## src/rtl/hsw_pkg.sv

```systemverilog
package hsw_pkg;

    localparam int STAT_W  = 16;
    localparam int ST_OVL0 = 1;
    localparam int ST_UV   = 3;
    localparam int ST_WARN = 4;
    localparam int ST_TSD  = 14;

    typedef enum logic [1:0] {
        CW_WAIT = 2'd0,
        CW_ON   = 2'd1,
        CW_OFF  = 2'd2
    } cw_state_e;

    typedef struct packed {
        logic tsd;
        logic warn;
        logic uv;
        logic ovl0;
    } flags_t;

    localparam int FLAG_W = $bits(flags_t);

    function automatic logic mode_is_cyclic(input logic [1:0] mode);
        return mode[1];
    endfunction

    function automatic logic [STAT_W-1:0] pack_status(input flags_t f);
        logic [STAT_W-1:0] w;
        w          = '0;
        w[ST_OVL0] = f.ovl0;
        w[ST_UV]   = f.uv;
        w[ST_WARN] = f.warn;
        w[ST_TSD]  = f.tsd;
        return w;
    endfunction

endpackage

```

## src/rtl/hsw_release.sv

```systemverilog
module hsw_release #(
    parameter int TARGET = 2
) (
    input  logic clk,
    input  logic rst,
    input  logic wd_ok,
    output logic released
);
    localparam int CW = $clog2(TARGET + 1);

    logic [CW-1:0] cnt;

    always_ff @(posedge clk) begin
        if (rst) begin
            cnt <= '0;
        end else if (wd_ok && (cnt != CW'(TARGET))) begin
            cnt <= cnt + CW'(1);
        end
    end

    assign released = (cnt == CW'(TARGET));
endmodule

```

## src/rtl/hsw_flags.sv

```systemverilog
module hsw_flags #(
    parameter int N = 4
) (
    input  logic         clk,
    input  logic         rst,
    input  logic [N-1:0] cond,
    input  logic         rd,
    output logic [N-1:0] q
);
    for (genvar i = 0; i < N; i++) begin : g_bit
        always_ff @(posedge clk) begin
            if (rst) begin
                q[i] <= 1'b0;
            end else begin
                q[i] <= cond[i] | (q[i] & ~rd);
            end
        end
    end
endmodule

```

## src/rtl/hsw_cyclic.sv

```systemverilog
module hsw_cyclic
    import hsw_pkg::*;
#(
    parameter int BASE_TICKS = 16,
    parameter int ON_TICKS   = 4
) (
    input  logic       clk,
    input  logic       rst,
    input  logic       enable,
    input  logic       tick,
    input  logic       pwm_rise,
    input  logic [1:0] sel,
    output logic       sw_on
);
    localparam int CNT_W = $clog2(BASE_TICKS * 8 + ON_TICKS + 1);

    cw_state_e        state;
    logic [CNT_W-1:0] cnt;
    logic [CNT_W-1:0] term;
    logic             wait_done;
    logic             on_done;

    assign term      = CNT_W'(BASE_TICKS) << sel;
    assign wait_done = (cnt == term - CNT_W'(1));
    assign on_done   = (cnt == CNT_W'(ON_TICKS - 1));

    always_ff @(posedge clk) begin
        if (rst || !enable) begin
            state <= CW_WAIT;
            cnt   <= '0;
        end else begin
            case (state)
                CW_WAIT: begin
                    if (tick) begin
                        if (wait_done) begin
                            state <= CW_ON;
                            cnt   <= '0;
                        end else begin
                            cnt <= cnt + CW_ONE();
                        end
                    end
                end
                CW_ON: begin
                    if (pwm_rise) begin
                        state <= CW_OFF;
                        cnt   <= '0;
                    end else if (tick) begin
                        if (on_done) begin
                            state <= CW_WAIT;
                            cnt   <= '0;
                        end else begin
                            cnt <= cnt + CW_ONE();
                        end
                    end
                end
                CW_OFF: begin
                    state <= CW_OFF;
                end
                default: begin
                    state <= CW_WAIT;
                    cnt   <= '0;
                end
            endcase
        end
    end

    function automatic logic [CNT_W-1:0] CW_ONE();
        return CNT_W'(1);
    endfunction

    assign sw_on = (state == CW_ON);
endmodule

```

## src/rtl/hs_switch_ctrl.sv

```systemverilog
module hs_switch_ctrl
    import hsw_pkg::*;
#(
    parameter int BASE_TICKS = 16,
    parameter int ON_TICKS   = 4,
    parameter int WD_RELEASE = 2
) (
    input  logic              clk,
    input  logic              rst,
    input  logic              cmd_sw0,
    input  logic              cmd_sw1,
    input  logic [1:0]        sw2_mode,
    input  logic [1:0]        cyc_sel,
    input  logic              pwm_in,
    input  logic              tick,
    input  logic              wd_ok,
    input  logic [2:0]        ovl_in,
    input  logic              thermal_warn,
    input  logic              thermal_sd,
    input  logic              uv,
    input  logic              stat_rd,
    output logic [2:0]        sw_en,
    output logic [STAT_W-1:0] status
);
    logic   released;
    logic   pwm_q;
    logic   pwm_rise;
    logic   cyc_on;
    logic   inhibit;
    logic   sw2_req;
    logic [2:0] en_next;
    flags_t flag_cond;
    flags_t flag_q;

    hsw_release #(.TARGET(WD_RELEASE)) u_release (
        .clk      (clk),
        .rst      (rst),
        .wd_ok    (wd_ok),
        .released (released)
    );

    always_comb begin
        flag_cond      = '0;
        flag_cond.tsd  = thermal_sd;
        flag_cond.warn = thermal_warn;
        flag_cond.uv   = uv;
        flag_cond.ovl0 = ovl_in[0];
    end

    hsw_flags #(.N(FLAG_W)) u_flags (
        .clk  (clk),
        .rst  (rst),
        .cond (flag_cond),
        .rd   (stat_rd),
        .q    (flag_q)
    );

    always_ff @(posedge clk) begin
        if (rst) pwm_q <= 1'b0;
        else     pwm_q <= pwm_in;
    end
    assign pwm_rise = pwm_in & ~pwm_q;

    hsw_cyclic #(.BASE_TICKS(BASE_TICKS), .ON_TICKS(ON_TICKS)) u_cyclic (
        .clk      (clk),
        .rst      (rst),
        .enable   (released & mode_is_cyclic(sw2_mode)),
        .tick     (tick),
        .pwm_rise (pwm_rise),
        .sel      (cyc_sel),
        .sw_on    (cyc_on)
    );

    always_comb begin
        if (mode_is_cyclic(sw2_mode)) sw2_req = cyc_on;
        else                          sw2_req = sw2_mode[0];
    end

    assign inhibit    = ~released | uv | thermal_sd | flag_q.tsd;
    assign en_next[0] = (cmd_sw0 | pwm_in) & ~ovl_in[0];
    assign en_next[1] = cmd_sw1 & ~ovl_in[1];
    assign en_next[2] = sw2_req & ~ovl_in[2];

    always_ff @(posedge clk) begin
        if (rst || inhibit) sw_en <= '0;
        else                sw_en <= en_next;
    end

    assign status = pack_status(flag_q);
endmodule

```

## config.mk

```make
export PLATFORM = sky130hd
export DESIGN_NAME = hs_switch_ctrl
export DESIGN_NICKNAME = d
export VERILOG_FILES = /design/src/rtl/hsw_pkg.sv /design/src/rtl/hsw_release.sv /design/src/rtl/hsw_flags.sv /design/src/rtl/hsw_cyclic.sv /design/src/rtl/hs_switch_ctrl.sv
export SDC_FILE = /design/constraint.sdc
export NUM_CORES = 1
export LEC_CHECK = 0
export ABC_AREA = 1
export BUFFER_PORTS_ARGS = -buffer_cell sky130_fd_sc_hd__clkbuf_2
export CAP_MARGIN = 20
export CORE_MARGIN = 8
export CORE_UTILIZATION = 39
export CTS_CLUSTER_DIAMETER = 150
export CTS_CLUSTER_SIZE = 30
export DETAILED_ROUTE_END_ITERATION = 8
export PLACE_DENSITY_LB_ADDON = 0.3
export SLEW_MARGIN = 20
export SYNTH_ARGS = -nofsm -noshare
export SYNTH_HDL_FRONTEND = slang
export SYNTH_SLANG_ARGS = --single-unit
```

## constraint.sdc

```tcl
create_clock -name clk -period 1.76 [get_ports clk]
set_input_delay 0.088 -clock clk [delete_from_list [all_inputs] [get_ports clk]]
set_output_delay 0.088 -clock clk [all_outputs]
set_load 0.05 [all_outputs]
```

# After elaboration in Yosys (flattened, before gate mapping)
# Cells that the tools add are included.
totals:
  reg_bits: 20
  input_bits: 18
  out_inout_bits: 19
  wordCells: 67
classes:
  add_sub_neg: 3
  eq_ne: 10
  shifts: 1
  n_mux: 13
  bitwise_logic: 24
  reduce_logical: 7
op_table:
  columns: ["cell", "count"]
  rows:
  - ["$mux W8", 5]
  - ["$pmux W8 S3", 1]
  - ["$mux W2", 5]
  - ["$and A1 B1 Y1", 9]
  - ["$add A8 B1 Y8 const B", 1]
  - ["$eq A8 B2 Y1 const B", 1]
  - ["$eq A8 B8 Y1", 1]
  - ["$or A1 B1 Y1", 8]
  - ["$shl A5 B2 Y8 const A", 1]
  - ["$sub A8 B1 Y8 const B", 1]
  - ["$not A1 Y1", 7]
  - ["$pmux W2 S3", 1]
  - ["$eq A2 B2 Y1 const B", 2]
  - ["$ne A2 B2 Y1 const B", 2]
  - ["$reduce_and A4 Y1", 1]
  - ["$ne A3 B2 Y1 const B", 1]
  - ["$ne A3 B3 Y1 const B", 1]
  - ["$reduce_and A3 Y1", 1]
  - ["$add A2 B1 Y2 const B", 1]
  - ["$eq A2 B1 Y1 const B", 1]
  - ["$logic_not A2 Y1", 1]
  - ["$logic_or A1 B1 Y1", 2]
  - ["$ne A2 B1 Y1 const B", 1]
  - ["$logic_and A1 B1 Y1", 1]
  - ["2 further kinds", 2]

# Longest topological paths before layout
# Gate-level depths: netlist of run 1.
logic_depth:
  ltp_word: 6
  depth_mapped: 10
  depth_no_buf: 10

# Modules after synthesis
# From an unflattened synthesis of run 1, not the netlist that was laid out.
hier_totals:
  hier_cells: 179
  hier_area_um2: 1191.1
by_module_without_submodules:
  columns: ["mod", "n_inst", "cells_each", "area_per_inst_um2", "seq_area_each_um2"]
  rows:
  - ["hsw_cyclic", 1, 108, 684.4, 200.2]
  - ["hs_switch_ctrl", 1, 40, 274.0, 80.1]
  - ["hsw_flags", 1, 17, 133.9, 80.1]
  - ["hsw_release", 1, 14, 98.8, 40.0]

# Worst setup path before layout of run 1
# No wires, ideal clock.
synth_timing:
  path_type: "reg2reg"
  startpoint: "reg u_cyclic.cnt[0]"
  endpoint: "reg u_cyclic.cnt[5]"
  setup_time_ns: 0.115
  arrival_ns: 1.174
  required_ns: 1.645
  setup_slack_ns: 0.470
  path_stages_with_launch: 9
  path_buffers: 0
  synth_period_minus_slack_ns: 1.290
  cell_sequence: "dfxtp_1 -> ha_1 -> nand3_1 -> nor2_1 -> nand3_1 -> nand2_1 -> nand3_1 -> nand2_1 -> nor2_1"
synth_between:
  elab_chain_len: 5
  word_cells_on_any_way: 9
  cone_classes: "add/sub: 1; eq/ne: 2; mux: 6"
synth_lines:
  columns: ["item", "line_no", "source"]
  rows:
  - ["start: declaration", "hsw_cyclic.sv:18", "logic [CNT_W-1:0] cnt;"]
  - ["start signal: assignment", "hsw_cyclic.sv:39", "cnt <= cnt + CW_ONE();"]
  - ["start signal: assignment", "hsw_cyclic.sv:52", "cnt <= cnt + CW_ONE();"]
  - ["$add A8 B1 Y8 / $eq A8 B2 Y1 (equally long branches)", "hsw_cyclic.sv:39, hsw_cyclic.sv:52, hsw_cyclic.sv:25", null]
  - ["$mux W8", "hsw_cyclic.sv:48", "if (on_done) begin"]
  - ["$mux W8", "hsw_cyclic.sv:47", "end else if (tick) begin"]
  - ["$mux W8", "hsw_cyclic.sv:44", "if (pwm_rise) begin"]
  - ["$pmux W8 S3 (*)", "hsw_cyclic.sv:32", "case (state)"]
# Every way passes the cells marked *; elsewhere a longest branch is shown, timed or not. The select of a mux whose other input is x is not followed.
# A chain may end at the register's enable or synchronous reset.

# Final worst setup path of run 1
layout_timing:
  startpoint: "in thermal_sd"
  endpoint: "reg sw_en[2]"
layout_between:
  elab_chain_len: 3
layout_lines:
  columns: ["item", "line_no", "source"]
  rows:
  - ["start: declaration", "hs_switch_ctrl.sv:19", "input logic thermal_sd,"]
  - ["$or A1 B1 Y1 (2 in a row)", "hs_switch_ctrl.sv:79", "assign inhibit = ~released | uv | thermal_sd | flag_q.tsd;"]
  - ["$logic_or A1 B1 Y1", "hs_switch_ctrl.sv:85", "if (rst || inhibit) sw_en <= '0;"]
  - ["end signal: assignment", "hs_switch_ctrl.sv:86", "else sw_en <= en_next;"]
  - ["end: declaration", "hs_switch_ctrl.sv:22", "output logic [2:0] sw_en,"]
# Every way passes these cells.

==> flow_summary.toml, run 1 <==
[critical_path]
critPathMaxFanout = 3
cp.required_ns = 2.03
critPathLaunchType = "primary input"
reg2reg_slack_ns = 0.16
path_class = "primary input to flop"
end_kind = "flop"
arrival_ns = 1.91

[synthesis]
synth.area.top_cells = "dfxtp_1, inv_1, nand2_1"
ys_ff_latch = 20
synth.top_cell.area_share = 0.3524
yosysWarningCount = 0
synth_area_sq_um = 1136
syn-instance-count = 167
synth_cell_types = 26
syn_avg_cell_area_sq_um = 6.803
synth.largest_area_cell = "dfxtp_1"
yosysSeqAreaShare = 0.3524

[global_routing]
grt_max_degree = 13
grt_pass1_vias = 1059
antenna_found_initial = 0
overflow = 0
grt_pass1_wl_mm = 4.360
grt.total_usage = 0.1058

[cts]
cts.htree.levels = 1
clockRootBuffer = "clkbuf_4"
ctsLongestPathBuffers = 2
cts_buffers = 3
cts_setup_buffers = 0
cts_hold_buf = 8
post_cts_resized = 0
cts.sinks = 20
worstSkewPairLatency_ns = 0.31
clkTransAtPathRegs_ns = 0.12
cts_tree = "built"

[routing]
via_per_inst = 4.517
firstDrtPassIters = 4
dr_total_vias = 1048
wire_per_inst_microns = 10.62
drc = 0
ant_nets = 0
drt_iter0_markers = 48
wl_mm = 2.463

[floorplanning]
die_h_microns = 69.97
start_util = 0.4120
row_count = 19
fp.dieW_microns = 69.97
io_pins = 37
die-area_sq_um = 4896
core-area_sq_um = 2758

[min_path]
hold_class = "primary input to flop"

[sta]
rsz0062_at_grt = "false"
setup_viol = 0
fin_skew_ns = 0.006167
fmax_mhz = 609.0
finalHoldViolations = 0
setup_tns_ns = 0
period_minus_slack_ns = 1.642
finalCritPeriodShare = 0.9330
final_max_slew_viol_count = 0

[placement]
gp_congestion = 0.8416
dp_cells = 220
portBuffers = 24
dpl.hpwl_mm = 1.962

[power]
p_per_area_nw_per_um2 = 755.8
p_leak_uw = 0.0006983
peakVddDrop_mv = 0.6115

[cells_and_area]
fillerInstances = 285
fin_nets = 222
final_cell_mix = "inv_1, nand2_1, clkbuf_2, nor2_1, dfxtp_1"
layout.cells.non_filler = 232
layout-drive-gt1-share = 0.1940
diodes = 0
syn_to_final_growth_pct = 20.93
multiInputGateArea_sq_um = 559.3
final-seq-area_sq_um = 400.4

[job]
cap_violations = 0

[outcome]
status = "complete, no violations"
## final timing paths
kind / start / to / cells past startpoint
setup / recovery: thermal_sd / sw_en[2] / 6
hold / removal: ovl_in[0] / u_flags.q[0] / 3
setup reg to reg: u_release.cnt[0] / sw_en[2] / 5
hold reg to reg: u_flags.q[0] / u_flags.q[0] / 2
## layout make-up
class                           instances  area share
Clock buffer                            3     0.01639
Clock inverter                          1     0.02186
Inverter                               32     0.08925
Multi-Input combinational cell        113      0.4071
Sequential cell                        20      0.2914
Tap cell                               31     0.02823
Timing Repair Buffer                   32      0.1457
## sequential cells by signal, indices dropped and copies added (netlist names)
signal and count:
u_flags.q 4, sw_en 3, u_release.cnt 2, u_cyclic.state 2, u_cyclic.cnt 8, pwm_q 1
## metal layers
metal | global-route usage | part of all wire | wire (microns) | vias to the layer above
li1 | - | - | - | 566
met2 | 0.1716 | 0.45 | 1097 | 32
met4 | 0.02679 | 0.0073 | 18 | 0
met5 | 0 | 0 | 0 | -
met1 | 0.1190 | 0.47 | 1150 | 447
met3 | 0.05508 | 0.080 | 197 | 3
## critical path, cell delays in order
cell and delay [ns]:
dlygate4sd3_1 0.53, clkbuf_2 0.11, nor3_1 0.17, nand3_1 0.14, a2111oi_0 0.28, dlygate4sd3_1 0.59
## Yosys cell counts
cell type	count
inv_4	1
nand3_2	2
nand2_2	2
nand2_4	1
or2_1	1
o21ai_2	2
nor3_2	1
nand4_1	1
buf_4	12
nand2_1	29
nor3_1	1
inv_1	29
nor2_1	23
buf_2	1
inv_2	2
dfxtp_1	20
a311oi_1	1
nand3_1	12
a21oi_1	12
nor3b_1	1
conb_1	1
o21ai_1	1
a2111oi_0	1
xor2_1	4
o21ai_0	4
ha_1	2
## kinds of logic (layout without fill, tap and decap cells)
kind of cell	count (synthesis)	count (layout)	share of synthesized area
other	1	12	0.003301
AO/OA/AOI/OAI	21	21	0.1057
AND/OR/NAND/NOR	74	74	0.2941
XOR/XNOR	4	4	0.03083
buffers and inverters	45	68	0.1916
flip-flops	20	20	0.3524
adder cells (fa/ha/maj)	2	2	0.02202
## stage by stage
| stage | util | instance area, sq um | power [uW] | setup WS (ns) | hold WS [ns] |
|---|---|---|---|---|---|
| after global placement | 0.4501 | 1241 | 653.7 | 0.3371 | 0.2519 |
| after detailed placement | 0.4501 | 1241 | 654.1 | 0.3201 | 0.2561 |
| after global routing | 0.4982 | 1374 | 1094 | 0.01843 | 0.006809 |
| after floorplan | - | 1177 | 636.6 | 0.4703 | 0.1641 |
| final | 0.4982 | 1374 | 1038 | 0.1179 | 0.006804 |
| after CTS | 0.4982 | 1374 | 1053 | 0.09747 | 0.002552 |
## report_power, final
group	internal, uW	leakage, uW	switching [uW]
Sequential	467	0.000163	7.95
Combinational	49.0	0.000507	131
Clock	230	0.0000279	153
Total	747	0.000698	291
Power figures use the tool's default switching activity.
==> run 2, diff against run 1 <==
- PLACE_DENSITY: unset -> 0.61
- PLACE_DENSITY_LB_ADDON: 0.3 -> unset
==> run 2 against run 1 <==
Against the previous run: fmax is 9.6% higher; critical path type is now flop to flop; first-iteration DRC count increased by 60%; cell count down 1.7%; sequential share of layout area grew 0.87 points; count of clock-buffer cells in the layout unchanged.
==> flow_summary.toml, run 2 (synthesis gave the netlist of run 1 again) <==
[outcome]
status = "complete, no violations"

[critical_path]
slowest_stage = "dfxtp_1"
cpMostUsedCell = "nand3_1"
critPathMaxFanout = 4
r2r_cells = 8
cp.required_ns = 1.97
path_class = "flop to flop"
reg2reg_from = "u_cyclic.cnt[0]"
end_kind = "flop"
critPathLaunchType = "flop"
arrival_ns = 1.70
slowest_delay_ns = 0.39
crit_start = "u_cyclic.cnt[0]"
crit_chain = "ha_1 -> nand3_1 -> nor2_1 -> nand3_1 -> nand2_1 -> nand3_1 -> nand2_1 -> nor2_1"

[cells_and_area]
layout-drive-gt1-share = 0.1980
final_cell_mix = "inv_1, nand2_1, clkbuf_2, nor2_1, dfxtp_1"
fin_nets = 218
largestRegisters = "u_cyclic.cnt: 8 flops, u_flags.q: 4 flops, sw_en: 3 flops"
fillerInstances = 281
largest-register = "u_cyclic.cnt"
largest_reg_flops = 8
syn_to_final_growth_pct = 17.40
diodes = 0
final_util = 0.4837

[cts]
cts.htree.levels = 1
cts.sinks = 20
cts_buffers = 3
worstSkewPairLatency_ns = 0.30
cts_setup_buffers = 0
ctsLongestPathBuffers = 2
clockRootBuffer = "clkbuf_4"
cts_hold_buf = 4
clkTransAtPathRegs_ns = 0.12
post_cts_resized = 0
cts_tree = "built"

[sta]
period_minus_slack_ns = 1.498
fmax_mhz = 667.4
finalCritPeriodShare = 0.8513
finalHoldViolations = 0
setup_tns_ns = 0
timing.final.ws_setup_ns = 0.2616
setup_viol = 0
final_max_slew_viol_count = 0
rsz0062_at_grt = "false"
fin_skew_ns = 0.001046

[routing]
wl_mm = 2.411
wl_met2_mm = 1.162
via_per_inst = 4.610
ant_nets = 0
dr_total_vias = 1051
wire_per_inst_microns = 10.57
m1WireLength_mm = 1.027
dr_wl_met3_microns = 209
drc = 0
drt_iter0_markers = 77
top_layer = "met4"
firstDrtPassIters = 4

[power]
p_int_uw = 743.0
swShare = 0.2770
power_switching_uw = 284.6
peakVddDrop_mv = 0.5703
p_per_area_nw_per_um2 = 770.5
clock_power_share = 0.366
p_comb_frac = 0.171
seq_power_share = 0.463
p_leak_uw = 0.0006760

[placement]
dpl.hpwl_mm = 2.007
gp_congestion = 0.8798
dpl_worst_slack_ns = 0.3155
portBuffers = 24

[global_routing]
grt_pass1_vias = 1026
overflow = 0
grt_max_degree = 13
antenna_found_initial = 0
grt_pass1_wl_mm = 4.243
grt.total_usage = 0.09986

[floorplanning]
die-area_sq_um = 4896
start_util = 0.4120
core-area_sq_um = 2758
die_h_microns = 69.97
row_count = 19
fp.dieW_microns = 69.97
io_pins = 37

[min_path]
whs_path_depth = 3
hold_class = "primary input to flop"
min_from = "pwm_in"

[job]
cap_violations = 0
run 2: cell types whose count changed in the layout (fill, tap and decap cells not counted), sizes merged:
cell | before | now
dlygate4sd3 | 8 | 4
run 2: per-layer routing:
metal	vias up	GRT usage
li1	554	-
met1	466	0.1029
met2	29	0.1736
met3	2	0.04944
met4	0	0.02902
met5	-	0
run 2: power groups by stage:
stage | combinational (uW) | sequential [uW] | clock [uW]
finish | 176 | 475 | 376
global route | 193 | 477 | 407
CTS | 176 | 475 | 385
detailed placement | 168 | 486 | 0
global placement | 167 | 485 | 0
floorplan | 130 | 507 | 0
run 2: final cells by class:
cell class / count / area [sq um] / share of cell area
Timing Repair Buffer: 28 / 160.2 / 0.1201
Sequential cell: 20 / 400.4 / 0.3002
Clock buffer: 3 / 22.52 / 0.01689
Tap cell: 31 / 38.79 / 0.02908
Inverter: 32 / 122.6 / 0.09193
Multi-Input combinational cell: 113 / 559.3 / 0.4193
Clock inverter: 1 / 30.03 / 0.02251
run 2: per-stage QoR:
stage / instances / total power [uW] / hold WS, ns / instance area [sq um]
after floorplan: 178 / 636.6 / 0.1641 / 1177
after global placement: 220 / 651.4 / 0.2517 / 1241
after detailed placement: 220 / 654.1 / 0.2536 / 1241
after CTS: 228 / 1036 / 0.0008476 / 1334
after global routing: 228 / 1077 / 0.003472 / 1334
final: 228 / 1028 / 0.004400 / 1334
run 2: final timing paths:
kind | end | slack (ns)
worst max-delay path | u_cyclic.cnt[7] | 0.26
worst min register to register | u_flags.q[0] | 0.47
worst min-delay path | pwm_q | 0.004
worst max register to register | u_cyclic.cnt[7] | 0.26
run 2: worst max-delay path, delay by kind of cell (launching register included):
kind | cells | cell delay (ns)
AND/OR/NAND/NOR | 7 | 0.79
adder cells (fa/ha/maj) | 1 | 0.24
flip-flops | 1 | 0.39
==> run 3, diff against run 2 <==
- SYNTH_HIERARCHICAL: unset -> 1
- clock period: 1.76 -> 1.7 ns (I/O delays scaled with it)
==> run 3 against run 2 <==
Against the previous run: global-route usage up 0.23 points; utilization shrank 0.55 points; combinational power is 10% higher; clock skew about the same; sequential power rose by 3%; power up 4.1%; clock power increased by 3%; critical path depth unchanged; synthesized cell count is 7.2% higher; register-to-register slack improved by 0.02 ns; area after synthesis rose by 4.8%; highest routed layer unchanged.
==> flow_summary.toml, run 3 <==
[power]
peakVddDrop_mv = 0.5444
p_comb_frac = 0.182
p_int_uw = 774.3
power_switching_uw = 295.6
p_per_area_nw_per_um2 = 751.4
seq_power_share = 0.457
clock_power_share = 0.361
swShare = 0.2763
p_leak_uw = 0.0007275

[placement]
gp_congestion = 0.7781
dpl.hpwl_mm = 1.974
portBuffers = 24

[cells_and_area]
syn_to_final_growth_pct = 19.54
fin_nets = 234
final-seq-area_sq_um = 400.4
fillerInstances = 314
largest-register = "u_cyclic/cnt"
layout-drive-gt1-share = 0.2254
largestRegisters = "u_cyclic/cnt: 8 flops, u_flags/q: 4 flops, sw_en: 3 flops"
largest_reg_flops = 8
final_util = 0.4782
final_cell_mix = "inv_1, nand2_1, clkbuf_2, dfxtp_1, nor2_1"
multiInputGateArea_sq_um = 589.3
diodes = 0

[global_routing]
grt_max_degree = 13
grt.total_usage = 0.1021
grt_pass1_wl_mm = 4.367
overflow = 0
grt_pass1_vias = 1033
antenna_found_initial = 0

[floorplanning]
core-area_sq_um = 2978
start_util = 0.4000
die_h_microns = 71.27
row_count = 20
die-area_sq_um = 5079
fp.dieW_microns = 71.27
io_pins = 37

[synthesis]
synth.top_cell.area_share = 0.3361
ys_ff_latch = 20
synth-async-reset-ratio = 0
yosysWarningCount = 6
synth_cell_types = 26
yosysSeqAreaShare = 0.3361
syn_avg_cell_area_sq_um = 6.654
synth.largest_area_cell = "dfxtp_1"
synth.area.top_cells = "dfxtp_1, inv_1, nand2_1"
synth_area_sq_um = 1191
synthFlopType = "dfxtp_1"
syn-instance-count = 179
synth_common_cells = "inv_1, nand2_1, dfxtp_1"
synth_edf_count = 0

[critical_path]
critPathLaunchType = "flop"
cp.required_ns = 1.91
end_kind = "flop"
slowest_delay_ns = 0.39
slowest_stage = "dfxtp_1"
path_class = "flop to flop"
crit_buf_inv = 1
arrival_ns = 1.63
crit_chain = "ha_1 -> nand3_1 -> nor2_1 -> nand2_1 -> nand2_2 -> nand3_2 -> nand3_1 -> inv_1"
critPathMaxFanout = 5
cpMostUsedCell = "nand3_1"
cp_top_family = "simple AND/OR/NAND/NOR gates"

[routing]
drt_iter0_markers = 64
wl_mm = 2.425
ant_nets = 0
drc = 0
dr_total_vias = 1077
wire_per_inst_microns = 9.858
firstDrtPassIters = 4
via_per_inst = 4.378

[sta]
fin_hold_ws_ns = 0.01663
fmax_mhz = 705.6
finalCritPeriodShare = 0.8337
final_max_slew_viol_count = 0
fin_skew_ns = 0.001217
setup_tns_ns = 0
period_minus_slack_ns = 1.417
finalHoldViolations = 0
setup_viol = 0
rsz0062_at_grt = "false"

[cts]
cts.sinks = 20
clkTransAtPathRegs_ns = 0.12
worstSkewPairLatency_ns = 0.30
cts_tree = "built"
clockRootBuffer = "clkbuf_4"
cts.htree.levels = 1
ctsLongestPathBuffers = 2
cts_buffers = 3
cts_setup_buffers = 0

[job]
cap_violations = 0

[min_path]
hold_class = "primary input to flop"

[outcome]
status = "complete, no violations"
-- run 3: cell count changes after synthesis, sizes merged, moves of 3 or more --
cell   previous run  this run
inv              32        40
nand2            32        38
nand3            14        17
nand4             1         4
xor2              4         1
-- run 3: final timing paths --
path                                       from         endpoint  slack (ns)  depth (start not counted)
worst max-delay path            u_cyclic/cnt[0]  u_cyclic/cnt[7]        0.28                          8
worst min-delay path                     pwm_in            pwm_q        0.02                          3
worst max register to register  u_cyclic/cnt[0]  u_cyclic/cnt[7]        0.28                          8
worst min register to register     u_flags/q[0]     u_flags/q[0]        0.47                          2
-- run 3: power groups by stage --
stage	sequential [uW]	clock, uW	combinational [uW]
after CTS	489	410	195
after global routing	491	425	215
after global placement	500	0	184
after floorplan	522	0	139
final	489	386	194
after detailed placement	500	0	184
-- run 3: what timing repair did --
item	CTS	global route
hold buffers	6	0
gates resized for setup	0	0
endpoints found under the hold margin	5	0
setup endpoints to repair	0	0
-- run 3: stage by stage --
stage / area, sq um / instances / total power, uW / worst slack [ns]
3_5_place_dp: 1311 / 236 / 684.0 / 0.3009
3_3_place_gp: 1311 / 236 / 683.5 / 0.2947
6_report: 1424 / 246 / 1070 / 0.2828
5_1_grt: 1424 / 246 / 1132 / 0.1504
2_1_floorplan: 1232 / 190 / 661.1 / 0.4734
4_1_cts: 1424 / 246 / 1095 / 0.2762
-- run 3: metal layers --
layer	GRT usage	part of all wire
met1	0.1158	0.44
met2	0.1745	0.49
met3	0.03347	0.056
met4	0.03464	0.0070
met5	0	0
-- run 3: logic make-up after synthesis --
family,after synthesis,synth area share
compound gates,20,0.09770
other cells,1,0.003148
xor+xnor,1,0.007354
fa+ha+maj,2,0.02101
flops,20,0.3361
buf+inv,52,0.2038
simple gates,83,0.3309
-- run 3: layout make-up --
| cell class | count | area share |
|---|---|---|
| clock buffer | 3 | 0.01582 |
| clock inverter | 1 | 0.02109 |
| inverter | 40 | 0.1072 |
| multi-input combinational | 118 | 0.4139 |
| sequential | 20 | 0.2812 |
| tap | 33 | 0.02900 |
| timing repair buffer | 31 | 0.1318 |
-- run 3: worst reg2reg max path, cell delays in order (launching register included) --
cell     delay, ns
dfxtp_1       0.39
ha_1          0.24
nand3_1       0.14
nor2_1        0.12
nand2_1       0.07
nand2_2       0.08
nand3_2       0.12
nand3_1       0.12
inv_1         0.04
